==> config.mk <==
export PLATFORM = sky130hd
export DESIGN_NAME = tkbus_slave
export DESIGN_NICKNAME = d
export VERILOG_FILES = /design/src/rtl/tkbus_pkg.sv /design/src/rtl/tkbus_line_sync.sv /design/src/rtl/tkbus_regfile.sv /design/src/rtl/tkbus_protocol.sv /design/src/rtl/tkbus_slave.sv
export SDC_FILE = /design/constraint.sdc
export NUM_CORES = 1
export LEC_CHECK = 0
export BUFFER_PORTS_ARGS = -buffer_cell sky130_fd_sc_hd__clkbuf_2
export CAP_MARGIN = 20
export CORE_MARGIN = 2
export CORE_UTILIZATION = 58
export DETAILED_ROUTE_END_ITERATION = 8
export PLACE_DENSITY = 0.77
export SLEW_MARGIN = 20
export SYNTH_ARGS = -nofsm -noshare
export SYNTH_HDL_FRONTEND = slang
export SYNTH_HIERARCHICAL = 1
export SYNTH_SLANG_ARGS = --single-unit
export TNS_END_PERCENT = 100
==> constraint.sdc <==
create_clock -name clk -period 2.88 [get_ports clk]
set_input_delay 0.288 -clock clk [delete_from_list [all_inputs] [get_ports clk]]
set_output_delay 0.288 -clock clk [all_outputs]
set_load 0.02 [all_outputs]
==> src/rtl/tkbus_pkg.sv <==
package tkbus_pkg;

  typedef enum logic [2:0] {
    ST_IDLE,
    ST_ADDR,
    ST_ADDR_ACK,
    ST_WRITE,
    ST_WRITE_ACK,
    ST_SEND,
    ST_HOST_ACK
  } tkbus_state_e;

  localparam int BYTE_BITS = 8;

  // Append one received bit below the bits already gathered (MSB first on the wire).
  function automatic logic [BYTE_BITS-1:0] shift_in(input logic [BYTE_BITS-1:0] cur,
                                                     input logic bit_i);
    return {cur[BYTE_BITS-2:0], bit_i};
  endfunction

  // Drive level for open-drain output: pull low when the data bit is zero.
  function automatic logic pull_for(input logic data_bit);
    return ~data_bit;
  endfunction

endpackage

==> src/rtl/tkbus_line_sync.sv <==
module tkbus_line_sync #(
  parameter int STAGES = 2
) (
  input  logic clk,
  input  logic rst_n,
  input  logic scl_i,
  input  logic sda_i,
  output logic sda_lvl,
  output logic ev_scl_rise,
  output logic ev_scl_fall,
  output logic ev_start,
  output logic ev_stop
);

  // Index STAGES-1 is the synchronised level, index STAGES the previous one.
  logic [STAGES:0] scl_pipe;
  logic [STAGES:0] sda_pipe;

  always_ff @(posedge clk) begin
    if (!rst_n) begin
      scl_pipe <= '1;
      sda_pipe <= '1;
    end else begin
      scl_pipe <= {scl_pipe[STAGES-1:0], scl_i};
      sda_pipe <= {sda_pipe[STAGES-1:0], sda_i};
    end
  end

  logic scl_now, scl_was, sda_now, sda_was;
  assign scl_now = scl_pipe[STAGES-1];
  assign scl_was = scl_pipe[STAGES];
  assign sda_now = sda_pipe[STAGES-1];
  assign sda_was = sda_pipe[STAGES];

  assign sda_lvl     = sda_now;
  assign ev_scl_rise = scl_now & ~scl_was;
  assign ev_scl_fall = ~scl_now & scl_was;
  assign ev_start    = scl_now & scl_was & sda_was & ~sda_now;
  assign ev_stop     = scl_now & scl_was & ~sda_was & sda_now;

endmodule

==> src/rtl/tkbus_regfile.sv <==
module tkbus_regfile #(
  parameter int DEPTH = 64,
  localparam int PTR_W = $clog2(DEPTH)
) (
  input  logic             clk,
  input  logic             rst_n,
  input  logic             we,
  input  logic [PTR_W-1:0] waddr,
  input  logic [7:0]       wdata,
  input  logic [PTR_W-1:0] raddr,
  output logic [7:0]       rdata
);

  logic [7:0] cells [DEPTH];

  always_ff @(posedge clk) begin
    if (!rst_n) begin
      for (int i = 0; i < DEPTH; i++) cells[i] <= '0;
    end else if (we) begin
      cells[waddr] <= wdata;
    end
  end

  assign rdata = cells[raddr];

endmodule

==> src/rtl/tkbus_protocol.sv <==
module tkbus_protocol
  import tkbus_pkg::*;
#(
  parameter logic [6:0] DEV_ADDR = 7'h68,
  parameter int DEPTH = 64,
  localparam int PTR_W = $clog2(DEPTH)
) (
  input  logic             clk,
  input  logic             rst_n,
  input  logic             supply_ok,
  input  logic             sda_lvl,
  input  logic             ev_scl_rise,
  input  logic             ev_scl_fall,
  input  logic             ev_start,
  input  logic             ev_stop,
  input  logic [7:0]       rd_data,
  output logic             sda_oe,
  output logic [PTR_W-1:0] ptr,
  output logic             wr_en,
  output logic [7:0]       wr_data
);

  localparam logic [3:0] FULL_CNT = 4'(BYTE_BITS);
  localparam logic [3:0] LAST_TX  = 4'(BYTE_BITS - 1);

  function automatic logic [PTR_W-1:0] ptr_step(input logic [PTR_W-1:0] p);
    return (p == PTR_W'(DEPTH - 1)) ? '0 : p + 1'b1;
  endfunction

  function automatic logic [PTR_W-1:0] ptr_fold(input logic [7:0] b);
    return PTR_W'(int'(b) % DEPTH);
  endfunction

  tkbus_state_e state;
  logic [3:0]   cnt;
  logic [7:0]   rx_sh;
  logic [7:0]   tx_sh;
  logic         is_read;
  logic         ptr_loaded;
  logic         host_nack;

  logic byte_in_done;
  assign byte_in_done = ev_scl_fall && (cnt == FULL_CNT);

  assign wr_en   = supply_ok && !ev_start && !ev_stop && (state == ST_WRITE)
                   && byte_in_done && ptr_loaded;
  assign wr_data = rx_sh;

  always_ff @(posedge clk) begin
    if (!rst_n) begin
      state      <= ST_IDLE;
      cnt        <= '0;
      rx_sh      <= '0;
      tx_sh      <= '0;
      is_read    <= 1'b0;
      ptr_loaded <= 1'b0;
      host_nack  <= 1'b0;
      sda_oe     <= 1'b0;
      ptr        <= '0;
    end else if (!supply_ok) begin
      state  <= ST_IDLE;
      cnt    <= '0;
      sda_oe <= 1'b0;
      ptr    <= '0;
    end else if (ev_start) begin
      state  <= ST_ADDR;
      cnt    <= '0;
      sda_oe <= 1'b0;
    end else if (ev_stop) begin
      state  <= ST_IDLE;
      sda_oe <= 1'b0;
    end else begin
      case (state)
        ST_ADDR: begin
          if (ev_scl_rise && cnt < FULL_CNT) begin
            rx_sh <= shift_in(rx_sh, sda_lvl);
            cnt   <= cnt + 1'b1;
          end else if (byte_in_done) begin
            if (rx_sh[7:1] == DEV_ADDR) begin
              state      <= ST_ADDR_ACK;
              sda_oe     <= 1'b1;
              is_read    <= rx_sh[0];
              ptr_loaded <= 1'b0;
            end else begin
              state <= ST_IDLE;
            end
          end
        end
        ST_ADDR_ACK: begin
          if (ev_scl_fall) begin
            cnt <= '0;
            if (is_read) begin
              state  <= ST_SEND;
              tx_sh  <= rd_data;
              sda_oe <= pull_for(rd_data[7]);
            end else begin
              state  <= ST_WRITE;
              sda_oe <= 1'b0;
            end
          end
        end
        ST_WRITE: begin
          if (ev_scl_rise && cnt < FULL_CNT) begin
            rx_sh <= shift_in(rx_sh, sda_lvl);
            cnt   <= cnt + 1'b1;
          end else if (byte_in_done) begin
            state  <= ST_WRITE_ACK;
            sda_oe <= 1'b1;
            if (!ptr_loaded) begin
              ptr        <= ptr_fold(rx_sh);
              ptr_loaded <= 1'b1;
            end else begin
              ptr <= ptr_step(ptr);
            end
          end
        end
        ST_WRITE_ACK: begin
          if (ev_scl_fall) begin
            state  <= ST_WRITE;
            sda_oe <= 1'b0;
            cnt    <= '0;
          end
        end
        ST_SEND: begin
          if (ev_scl_fall) begin
            if (cnt == LAST_TX) begin
              state  <= ST_HOST_ACK;
              sda_oe <= 1'b0;
              cnt    <= '0;
              ptr    <= ptr_step(ptr);
            end else begin
              tx_sh  <= {tx_sh[6:0], 1'b0};
              sda_oe <= pull_for(tx_sh[6]);
              cnt    <= cnt + 1'b1;
            end
          end
        end
        ST_HOST_ACK: begin
          if (ev_scl_rise) begin
            host_nack <= sda_lvl;
          end else if (ev_scl_fall) begin
            if (!host_nack) begin
              state  <= ST_SEND;
              tx_sh  <= rd_data;
              sda_oe <= pull_for(rd_data[7]);
              cnt    <= '0;
            end else begin
              state <= ST_IDLE;
            end
          end
        end
        default: begin
          state <= ST_IDLE;
        end
      endcase
    end
  end

endmodule

==> src/rtl/tkbus_slave.sv <==
module tkbus_slave #(
  parameter logic [6:0] DEV_ADDR    = 7'h68,
  parameter int         DEPTH       = 64,
  parameter int         SYNC_STAGES = 2,
  localparam int        PTR_W       = $clog2(DEPTH)
) (
  input  logic clk,
  input  logic rst_n,
  input  logic supply_ok,
  input  logic scl_i,
  input  logic sda_i,
  output logic sda_oe
);

  logic             sda_lvl;
  logic             ev_scl_rise;
  logic             ev_scl_fall;
  logic             ev_start;
  logic             ev_stop;
  logic [PTR_W-1:0] cur_ptr;
  logic             wr_en;
  logic [7:0]       wr_data;
  logic [7:0]       rd_data;

  tkbus_line_sync #(
    .STAGES(SYNC_STAGES)
  ) u_sync (
    .clk        (clk),
    .rst_n      (rst_n),
    .scl_i      (scl_i),
    .sda_i      (sda_i),
    .sda_lvl    (sda_lvl),
    .ev_scl_rise(ev_scl_rise),
    .ev_scl_fall(ev_scl_fall),
    .ev_start   (ev_start),
    .ev_stop    (ev_stop)
  );

  tkbus_protocol #(
    .DEV_ADDR(DEV_ADDR),
    .DEPTH   (DEPTH)
  ) u_proto (
    .clk        (clk),
    .rst_n      (rst_n),
    .supply_ok  (supply_ok),
    .sda_lvl    (sda_lvl),
    .ev_scl_rise(ev_scl_rise),
    .ev_scl_fall(ev_scl_fall),
    .ev_start   (ev_start),
    .ev_stop    (ev_stop),
    .rd_data    (rd_data),
    .sda_oe     (sda_oe),
    .ptr        (cur_ptr),
    .wr_en      (wr_en),
    .wr_data    (wr_data)
  );

  tkbus_regfile #(
    .DEPTH(DEPTH)
  ) u_regs (
    .clk  (clk),
    .rst_n(rst_n),
    .we   (wr_en),
    .waddr(cur_ptr),
    .wdata(wr_data),
    .raddr(cur_ptr),
    .rdata(rd_data)
  );

endmodule

==> After elaboration in Yosys (flattened, before gate mapping) <==
Memory sizes are Yosys's and may differ from the RTL's. A register that Yosys moved wholly into a read port is not among the register bits.
Index checks and enable logic that the tools add are counted.
{ "word_totals": {"in_bits": 5, "regBits": 38, "mem_bits_rw": 512, "wordCells": 166, "n_memories": 1, "out_inout_bits": 1} }
{ "op_classes": {"addsub": 2, "mux": 66, "eq_ne": 36, "n_bitwise": 18, "order_cmp": 1, "n_reduce_logical": 30} }
{ "mem_list": {"columns": ["memory", "depth", "width", "read_ports", "rd_ports_with_merged_regs", "write_ports", "line", "text"], "rows": [
  ["u_regs.cells", 64, 8, 1, 1, 64, "tkbus_regfile.sv:14", "logic [7:0] cells [DEPTH];"]
]} }
{ "ops": {"columns": ["op", "n"], "rows": [
  ["6-bit two-way mux", 9],
  ["7-bit two-way mux", 7],
  ["3-bit two-way mux", 12],
  ["4-bit two-way mux", 7],
  ["4-bit by 1-bit != test with 1-bit output (second input constant)", 7],
  ["1-bit two-way mux", 23],
  ["2-bit by 1-bit != test with 1-bit output (second input constant)", 11],
  ["7-bit case mux with 3 select lines", 1],
  ["10-bit AND reduction", 2],
  ["3-bit case mux with 6 select lines", 1],
  ["4-bit case mux with 4 select lines", 1],
  ["7-bit AND reduction", 2],
  ["6-bit case mux with 2 select lines", 1],
  ["12-bit AND reduction", 1],
  ["1-bit NOT", 11],
  ["11-bit AND reduction", 1],
  ["2-bit != test (second input constant)", 5],
  ["5-bit AND reduction", 2],
  ["3-bit == test (second input constant)", 3],
  ["9-bit AND reduction", 1],
  ["8-bit two-way mux", 1],
  ["4-bit by 2-bit != test with 1-bit output (second input constant)", 2],
  ["8-bit AND reduction", 1],
  ["8-bit OR reduction", 1],
  ["other kinds (24)", 40]
]} }

==> Depth between registers and ports, before layout <==
{ "depth": {"word_depth": 14, "mapped_depth": 13} }

==> Modules after synthesis <==
Netlist, hierarchy kept.
{ "modules_own_cells": {"columns": ["module", "instances", "area_each_um2", "cells_each"], "rows": [
  ["tkbus_regfile", 1, 23757.8, 1578],
  ["tkbus_protocol", 1, 1948.1, 236],
  ["tkbus_line_sync", 1, 190.2, 16]
]} }

==> Worst setup path before layout <==
Ideal clock, no wire load.
{ "synth_timing": {"path_type": "register to register", "from": "register u_sync.scl_pipe[2]", "to": "memory u_regs.cells[14][0], enable pin", "period_less_slack_ps": 3070, "path_buffers": 1, "arrival_ps": 2686, "stages_incl_launch_ff": 10, "required_ps": 2496, "path_slack_ps": -190, "cell_sequence": "dfxtp_1 -> and4b_1 -> nor3b_2 -> and3_1 -> and3_1 -> nand2_1 -> nor2_1 -> nand3_1 -> clkbuf_1 -> o21ai_0"} }
{ "synth_lines": {"columns": ["item", "line", "text"], "rows": [
  ["from (decl)", "tkbus_line_sync.sv:16", "logic [STAGES:0] scl_pipe;"],
  ["from (signal assigned)", "tkbus_line_sync.sv:24", "scl_pipe <= {scl_pipe[STAGES-1:0], scl_i};"],
  ["to (decl)", "tkbus_regfile.sv:14", null]
]} }

==> flow_metrics.tcl <==
set metrics [dict create \
    status "finished clean" \
    post-route-util_pct 65.6 \
    ir_drop_mv 0.572 \
    crit_path_start_kind "flip-flop" \
    cts_root_buf "clkbuf_16" \
    fin_area_sq_um 29000 \
    power_density_nw_per_um2 584 \
    met2_length_um 28200 \
    vias_per_cell 6.27 \
    clkSinkCount 550 \
    cts_setup_buffers 0 \
    grt_overflow 0 \
    period_minus_slack_ns 2.81 \
    ctsHtreeMaxLevel 2 \
    insertion_delay_ns 0.62 \
    drt_first_pass_iters 7 \
    endpoint_kind "flip-flop" \
    dpl_cell_area_sq_um 27100 \
    crit_fanout 8 \
    multi_input_area_sq_um 9060 \
    async_flop_share_pct 0 \
    die_area_sq_um 46400 \
    hpwl_um 39000 \
    arrival_ns 3.30 \
    wirelength_um 61400 \
    p_leak_nw 9.63 \
    layout_commonest_cell "and2_1" \
    top_layer "met4" \
    worstMarginPinSlew_ns 0.885 \
    m1WireLength_um 24900 \
    finClkSkew_ns 0.0193 \
    grtUsageTotal_pct 26.9 \
    drive_gt1_share_pct 20.3 \
    synthesis.nets 1838 \
    cts_tree "yes" \
    drc 0 \
    syn_to_final_growth_pct 11.9 \
    antenna_found_initial 0 \
    io_pins 6 \
    setup_violations 0 \
    cts_buffers 55 \
    critPathRequiredTime_ns 3.37 \
    grt_pass1_vias 15578 \
    grt_pass1_wl_um 94100 \
    synth_cells 1830 \
    ys_types 68 \
    maxSlewHeadroom_pct 40.2 \
    synth_edf_count 512 \
    core.rowCount 77 \
    final_cell_mix "and2_1, edfxtp_1, buf_4" \
    avgSynthCellArea_sq_um 14.2 \
    post-route-period-util_pct 97.5 \
    dieWidth_um 215 \
    synth-main-ff-cell "edfxtp_1" \
    final_nets 1902 \
    dpl.cell_count 2427 \
    nFillCells 3063 \
    seq_area_sq_um 16200 \
    met3WireLength_um 5800 \
    rsz0062_at_grt "false" \
    path_clk_slew_ns 0.06 \
    core-area_sq_um 44100 \
    synth_seq_cells 550 \
    avgRoutedWirePerCell_um 24.2 \
    start_util_pct 58.7 \
    hp-class "in -> reg" \
    whs_path_depth 3 \
    clock.fmax_mhz 356 \
    ant_nets 0 \
    critical_path_class "reg -> reg" \
    fin_cells 2533 \
    synth_area_sq_um 25900 \
    portBuffers 5 \
    gp_congestion 0.926 \
    grt_max_degree 69 \
    ff2ff_path_depth 11 \
    cap_violations 0 \
    via_count 15881 \
    yosysWarningCount 6 \
    die_h_um 215 \
    clockBufferDepth 3 \
    yosysSeqAreaShare_pct 62.3 \
    hold_violations 0 \
    drv_slew 0 \
    first_iter_violations 2202 \
]
## power breakdown
part / total, mW / internal [mW] / switching, mW / leakage (nW)
Sequential: 9.20 / 9.07 / 0.129 / 5.17
Clock: 7.20 / 4.14 / 3.05 / 0.897
Combinational: 0.519 / 0.227 / 0.292 / 3.56
Total: 16.9 / 13.4 / 3.47 / 9.63
## flip-flops by register name, summed over array words and instances, names as in the netlist
register and flops:
u_proto/wr_data 8, u_proto/state 3, u_sync/scl_pipe 3, u_sync/sda_pipe 3, u_proto/tx_sh 7, u_regs/cells 512
u_proto/host_nack 1, u_proto/ptr_loaded 1, u_proto/is_read 1, u_proto/cnt 4, u_proto/ptr 6, u_proto/sda_oe 1
## critical path, stage by stage, from the launching register on
cell and delay, ns:
dfxtp_1 0.34, inv_1 0.08, ha_1 0.18, and4b_1 0.28, and3_1 0.22, and3_1 0.27
nand2_1 0.08, nor2_1 0.20, nand3_1 0.15, buf_4 0.20, nor2_1 0.47, and2_1 0.21
## cells in the mapped netlist, types with 6 or more instances
master,n,area (sq um)
a221oi_1,7,61.3
nor2_1,109,409
nand2b_1,11,68.8
a22oi_1,6,45.0
o22ai_1,10,62.6
buf_6,8,90.1
nor3_1,7,35.0
a21oi_1,27,135
o21ai_0,90,450
buf_4,11,82.6
mux2i_1,45,450
clkbuf_1,85,319
o21ai_1,9,45.0
nor2b_1,10,62.6
nand3_1,18,90.1
buf_2,21,105
mux4_2,126,2840
dfxtp_1,38,761
nand4_1,6,37.5
nand2_1,37,139
o31ai_1,7,52.6
buf_1,14,52.6
and2_1,515,3220
a211oi_1,10,75.1
inv_1,8,30.0
nand3b_1,6,45.0
edfxtp_1,512,15400
## final timing paths
path              slack, ns          startpoint             endpoint
hold reg to reg        0.43  u_sync/sda_pipe[0]   u_sync/sda_pipe[1]
hold / removal         0.06           supply_ok       u_proto/sda_oe
setup reg to reg       0.07      u_proto/cnt[0]  u_regs/cells[14][6]
setup / recovery       0.07      u_proto/cnt[0]  u_regs/cells[14][6]
## timing repair
item                                    CTS  global route
endpoints found under the hold margin     2             0
endpoints found under the setup margin    0            22
gates resized for setup                   0             3
hold buffers                              2             0
## stage by stage
| step | worst slack (ns) | power, mW | hold slack [ns] | setup TNS, ns |
|---|---|---|---|---|
| after CTS | 0.120 | 17.0 | 0.0388 | 0 |
| after floorplan | -0.190 | 9.60 | 0.361 | -11.95 |
| after global placement | 0.150 | 9.84 | 0.405 | 0 |
| final | 0.0714 | 16.9 | 0.0627 | 0 |
| after global routing | 0.00759 | 17.4 | 0.0861 | 0 |
| after detailed placement | 0.166 | 9.87 | 0.399 | 0 |
## area by class of cell
class                      instances  area share [%]
antenna                            1         0.00864
clock buffer                      68            5.02
clock inverter                    35            1.22
inverter                           8           0.104
multi-input combinational       1131            31.3
sequential                       550            55.8
tap                              592            2.56
timing repair buffer             148            4.03
## metal layers
metal	track usage (%)	vias up
met4	11.2	0
met1	38.9	7973
met5	0	-
met3	4.16	155
met2	41.4	863
li1	-	6890
## logic make-up (layout without fill, tap and decap cells)
kind of cell	Yosys count	count (layout)	share of synthesized area, %
AO/OA/AOI/OAI	203	203	5.06
adder cells (fa/ha/maj)	3	3	0.145
buffers and inverters	149	259	2.73
flip-flops	550	550	62.3
multiplexers	175	175	12.9
other	0	1	0
AND/OR/NAND/NOR	750	750	16.9
(Power assumes the default switching activity.)
